### src/rtl/fracram_pkg.sv
package fracram_pkg;

  // Bits per lane when a row of dw bits is cut into 2^k lanes.
  function automatic int lane_width(input int dw, input int k);
    return dw >> k;
  endfunction

  // Bits needed to hold values 0..n-1, at least one.
  function automatic int index_bits(input int n);
    return (n <= 2) ? 1 : $clog2(n);
  endfunction

endpackage

### src/rtl/fracram_addr_split.sv
module fracram_addr_split #(
  parameter int AW      = 7,
  parameter int CORE_AW = 4,
  parameter int EW      = 2,
  parameter int LW      = 3
) (
  input  logic [AW-1:0]      addr,
  input  logic [EW-1:0]      mode,
  output logic [CORE_AW-1:0] row,
  output logic [LW-1:0]      lane
);

  logic [AW-1:0] shifted;
  logic [AW-1:0] low_mask;

  always_comb begin
    shifted  = addr >> mode;
    low_mask = (AW'(1) << mode) - AW'(1);
    row      = shifted[CORE_AW-1:0];
    lane     = LW'(addr & low_mask);
  end

endmodule

### src/rtl/fracram_wr_lane.sv
module fracram_wr_lane
  import fracram_pkg::*;
#(
  parameter int DW       = 12,
  parameter int MAX_MODE = 3,
  parameter int EW       = 2,
  parameter int LW       = 3
) (
  input  logic          wr_en,
  input  logic [EW-1:0] mode,
  input  logic [LW-1:0] lane,
  input  logic [DW-1:0] wr_data,
  output logic [DW-1:0] bit_we,
  output logic [DW-1:0] bit_data
);

  localparam int NMODES = MAX_MODE + 1;

  logic [DW-1:0] cand_we   [NMODES];
  logic [DW-1:0] cand_data [NMODES];

  for (genvar k = 0; k < NMODES; k++) begin : g_mode
    localparam int W = lane_width(DW, k);
    localparam logic [DW-1:0] ONES = {DW{1'b1}} >> (DW - W);
    assign cand_we[k]   = ONES << (int'(lane) * W);
    assign cand_data[k] = (wr_data & ONES) << (int'(lane) * W);
  end

  always_comb begin
    bit_we   = '0;
    bit_data = '0;
    for (int k = 0; k < NMODES; k++) begin
      if (int'(mode) == k) begin
        bit_we   = cand_we[k];
        bit_data = cand_data[k];
      end
    end
    if (!wr_en) bit_we = '0;
  end

endmodule

### src/rtl/fracram_rd_lane.sv
module fracram_rd_lane
  import fracram_pkg::*;
#(
  parameter int DW       = 12,
  parameter int MAX_MODE = 3,
  parameter int EW       = 2,
  parameter int LW       = 3
) (
  input  logic [EW-1:0] mode,
  input  logic [LW-1:0] lane,
  input  logic [DW-1:0] row_data,
  output logic [DW-1:0] lane_data
);

  localparam int NMODES = MAX_MODE + 1;

  logic [DW-1:0] cand [NMODES];

  for (genvar k = 0; k < NMODES; k++) begin : g_mode
    localparam int W = lane_width(DW, k);
    localparam logic [DW-1:0] ONES = {DW{1'b1}} >> (DW - W);
    assign cand[k] = (row_data >> (int'(lane) * W)) & ONES;
  end

  always_comb begin
    lane_data = '0;
    for (int k = 0; k < NMODES; k++) begin
      if (int'(mode) == k) lane_data = cand[k];
    end
  end

endmodule

### src/rtl/fracram_core.sv
module fracram_core #(
  parameter int CORE_AW = 4,
  parameter int DW      = 12
) (
  input  logic               clk,
  input  logic               rst,
  input  logic [DW-1:0]      bit_we,
  input  logic [CORE_AW-1:0] waddr,
  input  logic [DW-1:0]      wdata,
  input  logic               re,
  input  logic [CORE_AW-1:0] raddr,
  output logic [DW-1:0]      rq
);

  localparam int DEPTH = 1 << CORE_AW;

  logic [DW-1:0] mem [DEPTH];

  always_ff @(posedge clk) begin
    for (int b = 0; b < DW; b++) begin
      if (bit_we[b]) mem[waddr][b] <= wdata[b];
    end
  end

  // Registered read: old contents on a same-row collision.
  always_ff @(posedge clk) begin
    if (rst)     rq <= '0;
    else if (re) rq <= mem[raddr];
  end

endmodule

### src/rtl/fracram_top.sv
module fracram_top
  import fracram_pkg::*;
#(
  parameter int CORE_AW = 4,
  parameter int DW      = 12,
  parameter int AW      = CORE_AW + 3,
  parameter int MODE_W  = $clog2(AW - CORE_AW + 2)
) (
  input  logic              clk,
  input  logic              rst,
  input  logic [MODE_W-1:0] cfg_mode,
  input  logic              wr_en,
  input  logic [AW-1:0]     wr_addr,
  input  logic [DW-1:0]     wr_data,
  input  logic              rd_en,
  input  logic [AW-1:0]     rd_addr,
  output logic [DW-1:0]     rd_data,
  output logic              mode_err
);

  localparam int MAX_MODE = AW - CORE_AW;
  localparam int EW       = index_bits(MAX_MODE + 1);
  localparam int LW       = (MAX_MODE > 0) ? MAX_MODE : 1;

  if (AW < CORE_AW || (DW >> MAX_MODE) < 1) begin : g_bad_cfg
    $error("fracram_top: AW must lie between CORE_AW and CORE_AW+floor(log2(DW))");
  end

  // Mode decode: clamp illegal codes to the narrowest mode.
  logic          mode_illegal;
  logic [EW-1:0] eff_mode;

  always_comb begin
    mode_illegal = int'(cfg_mode) > MAX_MODE;
    eff_mode     = mode_illegal ? EW'(MAX_MODE) : EW'(cfg_mode);
  end

  always_ff @(posedge clk) begin
    if (rst) mode_err <= 1'b0;
    else     mode_err <= mode_illegal;
  end

  // Address split for both ports.
  logic [CORE_AW-1:0] w_row, r_row;
  logic [LW-1:0]      w_lane, r_lane;

  fracram_addr_split #(.AW(AW), .CORE_AW(CORE_AW), .EW(EW), .LW(LW)) u_wsplit (
    .addr(wr_addr), .mode(eff_mode), .row(w_row), .lane(w_lane)
  );

  fracram_addr_split #(.AW(AW), .CORE_AW(CORE_AW), .EW(EW), .LW(LW)) u_rsplit (
    .addr(rd_addr), .mode(eff_mode), .row(r_row), .lane(r_lane)
  );

  // Write lane placement into a per-bit write enable.
  logic [DW-1:0] core_wmask;
  logic [DW-1:0] core_wdata;

  fracram_wr_lane #(.DW(DW), .MAX_MODE(MAX_MODE), .EW(EW), .LW(LW)) u_wlane (
    .wr_en   (wr_en && !rst),
    .mode    (eff_mode),
    .lane    (w_lane),
    .wr_data (wr_data),
    .bit_we  (core_wmask),
    .bit_data(core_wdata)
  );

  // Physical array.
  logic [DW-1:0] core_rq;

  fracram_core #(.CORE_AW(CORE_AW), .DW(DW)) u_core (
    .clk   (clk),
    .rst   (rst),
    .bit_we(core_wmask),
    .waddr (w_row),
    .wdata (core_wdata),
    .re    (rd_en),
    .raddr (r_row),
    .rq    (core_rq)
  );

  // Lane index travels with the read through the array register.
  logic [LW-1:0] r_lane_q;

  always_ff @(posedge clk) begin
    if (rst)        r_lane_q <= '0;
    else if (rd_en) r_lane_q <= r_lane;
  end

  fracram_rd_lane #(.DW(DW), .MAX_MODE(MAX_MODE), .EW(EW), .LW(LW)) u_rlane (
    .mode     (eff_mode),
    .lane     (r_lane_q),
    .row_data (core_rq),
    .lane_data(rd_data)
  );

endmodule

### config.mk
export PLATFORM = sky130hd
export DESIGN_NAME = fracram_top
export DESIGN_NICKNAME = d
export VERILOG_FILES = /design/src/rtl/fracram_pkg.sv /design/src/rtl/fracram_addr_split.sv /design/src/rtl/fracram_wr_lane.sv /design/src/rtl/fracram_rd_lane.sv /design/src/rtl/fracram_core.sv /design/src/rtl/fracram_top.sv
export SDC_FILE = /design/constraint.sdc
export NUM_CORES = 1
export LEC_CHECK = 0
export CORE_ASPECT_RATIO = 0.75
export CORE_MARGIN = 2
export CORE_UTILIZATION = 50
export DETAILED_ROUTE_END_ITERATION = 10
export DONT_BUFFER_PORTS = 1
export SLEW_MARGIN = 20
export SYNTH_ARGS = -nofsm -noshare
export SYNTH_HDL_FRONTEND = slang
export SYNTH_SLANG_ARGS = --single-unit
### constraint.sdc
create_clock -name clk -period 9.99 [get_ports clk]
set_input_delay 1.998 -clock clk [delete_from_list [all_inputs] [get_ports clk]]
set_output_delay 1.998 -clock clk [all_outputs]
set_load 0.05 [all_outputs]
# Yosys cells after proc, flatten, opt, wreduce, memory -nomap -nowiden
# Memories as Yosys holds them, arrays and structs flattened. A register that Yosys moved wholly into a read port is not among the register bits.
# Index checks and enable logic that the tools add are counted.
[totals] mem_bits_ro=0 latch_bits=0 regBits=4 output_inout_bits=13 mem_count=1 in_bits=33 wordCells=72 ram_bits=192
[mem_list] name="u_core.mem" words=16 width=12 read_ports=1 rd_clocked_by_memory_dff=1 write_ports=1 line="fracram_core.sv:17" rtl="logic [DW-1:0] mem [DEPTH];"
[classes] bitwise_logic=2 reduce_logical=3 n_eq_ne=3 n_shift=15 n_lt_le_gt_ge=1 n_addsub=1 mux=38 n_div=0 multipliers=6
[op_table] cell="$mux W12" n=13
[op_table] cell="$shl A12 B32 Y12" n=1
[op_table] cell="$shl A3 B32 Y12" n=1
[op_table] cell="$shl A3 B32 Y12 const A" n=1
[op_table] cell="$shl A6 B32 Y12" n=1
[op_table] cell="$shl A6 B32 Y12 const A" n=1
[op_table] cell="$shr A12 B32 Y12" n=1
[op_table] cell="$shr A12 B32 Y3" n=1
[op_table] cell="$shr A12 B32 Y6" n=1
[op_table] cell="$mul A3 B2 Y5 const B" n=6
[op_table] cell="$mux W1" n=24
[op_table] cell="$shr A7 B2 Y4" n=2
[op_table] cell="$shl A1 B3 Y12" n=1
[op_table] cell="$shl A1 B3 Y12 const A" n=1
[op_table] cell="$shl A12 B7 Y12 const A" n=1
[op_table] cell="$shr A12 B3 Y1" n=1
[op_table] cell="$and A3 B3 Y3" n=2
[op_table] cell="$eq A2 B2 Y1 const B" n=2
[op_table] cell="$gt A3 B2 Y1 const B" n=1
[op_table] cell="$shl A1 B2 Y3 const A" n=1
[op_table] cell="$sub A3 B2 Y3 const B" n=1
[op_table] cell="$eq A2 B1 Y1 const B" n=1
[op_table] cell="$logic_not A2 Y1" n=1
[op_table] cell="$mux W2" n=1
[op_table] cell="2 further kinds" n=2

# Logic depth before layout (Yosys ltp)
[logic_depth] depth_word=14 mapped_depth=15 ltp_nobuf=11

# Cells and area by module
# A second synthesis with hierarchy kept.
[hier_totals] hier_cells=959 hier_area_um2=11190.7
[by_module_without_submodules] module="fracram_core" area_per_inst_um2=9193.8 seq_area_each_um2=6005.8 cells_per_inst=682 n_inst=1
[by_module_without_submodules] module="fracram_wr_lane" area_per_inst_um2=1214.9 seq_area_each_um2=0.0 cells_per_inst=195 n_inst=1
[by_module_without_submodules] module="fracram_rd_lane" area_per_inst_um2=390.4 seq_area_each_um2=0.0 cells_per_inst=52 n_inst=1
[by_module_without_submodules] module="fracram_addr_split" area_per_inst_um2=122.6 seq_area_each_um2=0.0 cells_per_inst=8 n_inst=2
[by_module_without_submodules] module="fracram_top" area_per_inst_um2=146.4 seq_area_each_um2=80.1 cells_per_inst=14 n_inst=1

# Worst setup path after synthesis
# OpenSTA, ideal clock, no wires.
[synth_timing] path_type="input to output" startpoint="input cfg_mode[0]" endpoint="output rd_data[0]" setup_slack_ps=3828 cell_stages=7 t_arrival_ps=4164 required_time_ps=7992 n_path_buf=3 cell_sequence="buf_2 -> buf_2 -> buf_2 -> a31oi_1 -> o311ai_0 -> o21ai_0 -> o21ai_0"
[synth_between] elab_chain_len=7 elab_cells_between_ends=10 cone_classes="order compare: 1; eq/ne: 3; mux: 5; reduce/logical: 1"
[synth_rtl] element="from (decl)" line="fracram_top.sv:11" rtl="input logic [MODE_W-1:0] cfg_mode,"
[synth_rtl] element="$gt A3 B2 Y1" line="fracram_top.sv:34" rtl="mode_illegal = int'(cfg_mode) > MAX_MODE;"
[synth_rtl] element="$mux W2 *" line="fracram_top.sv:35" rtl="eff_mode = mode_illegal ? EW'(MAX_MODE) : EW'(cfg_mode);"
[synth_rtl] element="$logic_not A2 Y1" line="fracram_rd_lane.sv:28" rtl="if (int'(mode) == k) lane_data = cand[k];"
[synth_rtl] element="$mux W12 (3 in series)" line="fracram_rd_lane.sv:28"
[synth_rtl] element="$mux W12 *" line="fracram_rd_lane.sv:28"
[synth_rtl] element="to (decl)" line="fracram_top.sv:17" rtl="output logic [DW-1:0] rd_data,"
# Every way passes the cells marked *; elsewhere a longest branch is shown, timed or not.

# Worst setup path after layout
[layout_timing] startpoint="input cfg_mode[1]" endpoint="output rd_data[5]"
# The elaborated chain is that of the path after synthesis.

==> impl_metrics.ini <==
[status]
status = complete, no violations

[die]
chipWidth_um = 175
start_util_pct = 51.4
num_rows = 46
core_sq_um = 21300
dieArea_sq_um = 23100
ios = 46
die_y_um = 132

[setup_path]
cp_max_fo = 16
rr_startpoint = r_lane_q[0]
reg2reg_slack_ps = 8860
r2r_end = r_lane_q[0]
path_class = in -> out
worstRegToRegCells = 2
cp.arrival_ps = 3910
end_kind = output pin
critPathRequiredTime_ps = 7990
critPathLaunchType = primary input

[global_routing]
grt_overflow = 0
antenna_found_initial = 0
grt_pass1_wl_um = 51300
grt_max_degree = 85
grt_pass1_vias = 8100
track_usage_pct = 29.6

[cts]
htreeDepth = 1
clkTransAtPathRegs_ps = 60
cts_tree = done
holdBufCountCts = 0
clock_latency_ps = 510
cts_num_sinks = 208
cts_buffers = 22
cts_resized = 0
root_buffer = clkbuf_16
cts_buffer_depth = 3
postCtsSetupBuffers = 0

[finish]
drive_above_1_share_pct = 10.5
antennaDiodeCount = 0
n_fill_cell = 1936
fin_area_sq_um = 11700
final_cell_mix = nor2_1, edfxtp_1, nand3_1
area_growth_pct = 6.67
nets = 1063
final_common_cell = nor2_1

[routing]
drt_iter0_markers = 1211
routed_wl_um = 34400
drc = 0
drtPass1Iterations = 5
wire_per_inst_um = 25.8
antenna_left = 0
num_vias = 8834
drt-vias-per-instance = 6.64

[sta]
relSlewSlack_pct = 29.6
slew_violations = 0
max_freq_ghz = 0.169
hold_violations = 0
fin_tns_setup_ps = 0
rsz0062_at_grt = no
finalCritPeriodShare_pct = 59.1
worstMarginPinSlew_ps = 1060
min_period_ps = 5900
setup_viol = 0
finClkSkew_ps = 8.75

[min_path]
min_to = u_core.rq[2]
min_path_cells = 2
hold_class = reg -> reg
worstHoldStart = u_core.rq[2]

[place]
dpl-instance-area_sq_um = 11000
hpwl_um = 20300
gp_congestion = 0.968
portBuffers = 0

[synthesis]
synth_area_sq_um = 10900
synthCells = 1094
async_reset_ff_share_pct = 0
synth_edf_count = 192
ys_seq_area_share_pct = 55.7
yosysWarnings = 0
synth_top_area_share_pct = 52.7
syn-num-nets = 1130
ys_ff_latch = 208
yosys-top-cells-area = edfxtp_1, nor2_1, nand3_1
syn_area_per_cell_sq_um = 10.0
yosys.cell_types.count = 74
synth-main-ff-cell = edfxtp_1
yosysTopAreaCell = edfxtp_1

[power]
p_leak_nw = 3.24
power_density_nw_per_um2 = 172
ir_drop_mv = 0.132

[flow_run]
cap_viol_max_count = 0
## cells by family after synthesis
| logic type | count (synthesis) | share of synthesized area, % |
|---|---|---|
| buf+inv | 117 | 4.79 |
| mux | 35 | 4.12 |
| compound gates | 243 | 14.5 |
| simple gates | 487 | 20.5 |
| xor+xnor | 1 | 0.0801 |
| fa+ha+maj | 3 | 0.343 |
| flops | 208 | 55.7 |
## per-layer routing
layer,vias to the layer above,track usage (%),routed length [um]
met4,0,6.62,573
met3,45,6.49,3520
met2,454,44.0,15300
met1,4411,44.4,15000
li1,3924,-,-
met5,-,0,0
## synth_stat cells (4+ instances only)
cell	count
a21o_1	4
a21oi_1	36
a31oi_1	19
and2_1	9
buf_1	4
buf_2	44
clkbuf_1	56
dfxtp_1	16
edfxtp_1	192
inv_1	6
mux2_2	20
mux2i_1	9
mux4_2	6
nand2_1	57
nand2b_1	9
nand3_1	121
nand4_1	28
nor2_1	204
nor2b_1	6
nor3_1	29
o2111ai_1	12
o211ai_1	15
o21ai_0	101
o21ai_1	4
o221ai_1	5
o22ai_1	4
## worst max-delay path, cell delays in order
cell	delay [ps]
or2_1	510
or3_1	540
a21oi_1	850
## registers in the layout, summed over array words and instances, names as in the netlist
name and count:
u_core.mem 192, r_lane_q 3, u_core.rq 12, mode_err 1
## per-stage QoR
| step | instances | worst slack, ps | total power [mW] | hold WS (ps) | util [%] |
|---|---|---|---|---|---|
| 5_1_grt | 1331 | 4040 | 2.07 | 575 | 54.8 |
| 6_report | 1331 | 4090 | 2.01 | 535 | 54.8 |
| 3_5_place_dp | 1291 | 4110 | 1.26 | 522 | 51.6 |
| 4_1_cts | 1331 | 4100 | 2.01 | 539 | 54.7 |
| 2_1_floorplan | 1094 | 3830 | 1.18 | 469 | - |
| 3_3_place_gp | 1289 | 4110 | 1.26 | 516 | 51.5 |
## worst max-delay path by stage
stage / startpoint / end / slack, ps / cells after the start
after floorplan: cfg_mode[0] / rd_data[0] / 3830 / 7
after global placement: cfg_mode[1] / rd_data[5] / 4110 / 3
after detailed placement: cfg_mode[1] / rd_data[4] / 4110 / 3
after CTS: cfg_mode[1] / rd_data[4] / 4100 / 3
after global routing: cfg_mode[1] / rd_data[5] / 4040 / 3
final: cfg_mode[1] / rd_data[5] / 4090 / 3
## power breakdown
part	internal [mW]	switching, mW
Combinational	0.0747	0.193
Sequential	0.963	0.0187
Clock	0.423	0.334
Total	1.46	0.546
## cell type report
| type | instances | area, sq um | area share, % |
|---|---|---|---|
| Clock inverter | 10 | 51.3 | 0.440 |
| Sequential cell | 208 | 6090 | 52.2 |
| Multi-Input combinational cell | 769 | 4400 | 37.7 |
| Clock buffer | 30 | 602 | 5.16 |
| Tap cell | 288 | 360 | 3.09 |
| Inverter | 8 | 30.0 | 0.257 |
| Timing Repair Buffer | 18 | 135 | 1.16 |
No activity file was read; power rests on OpenSTA's default activity.
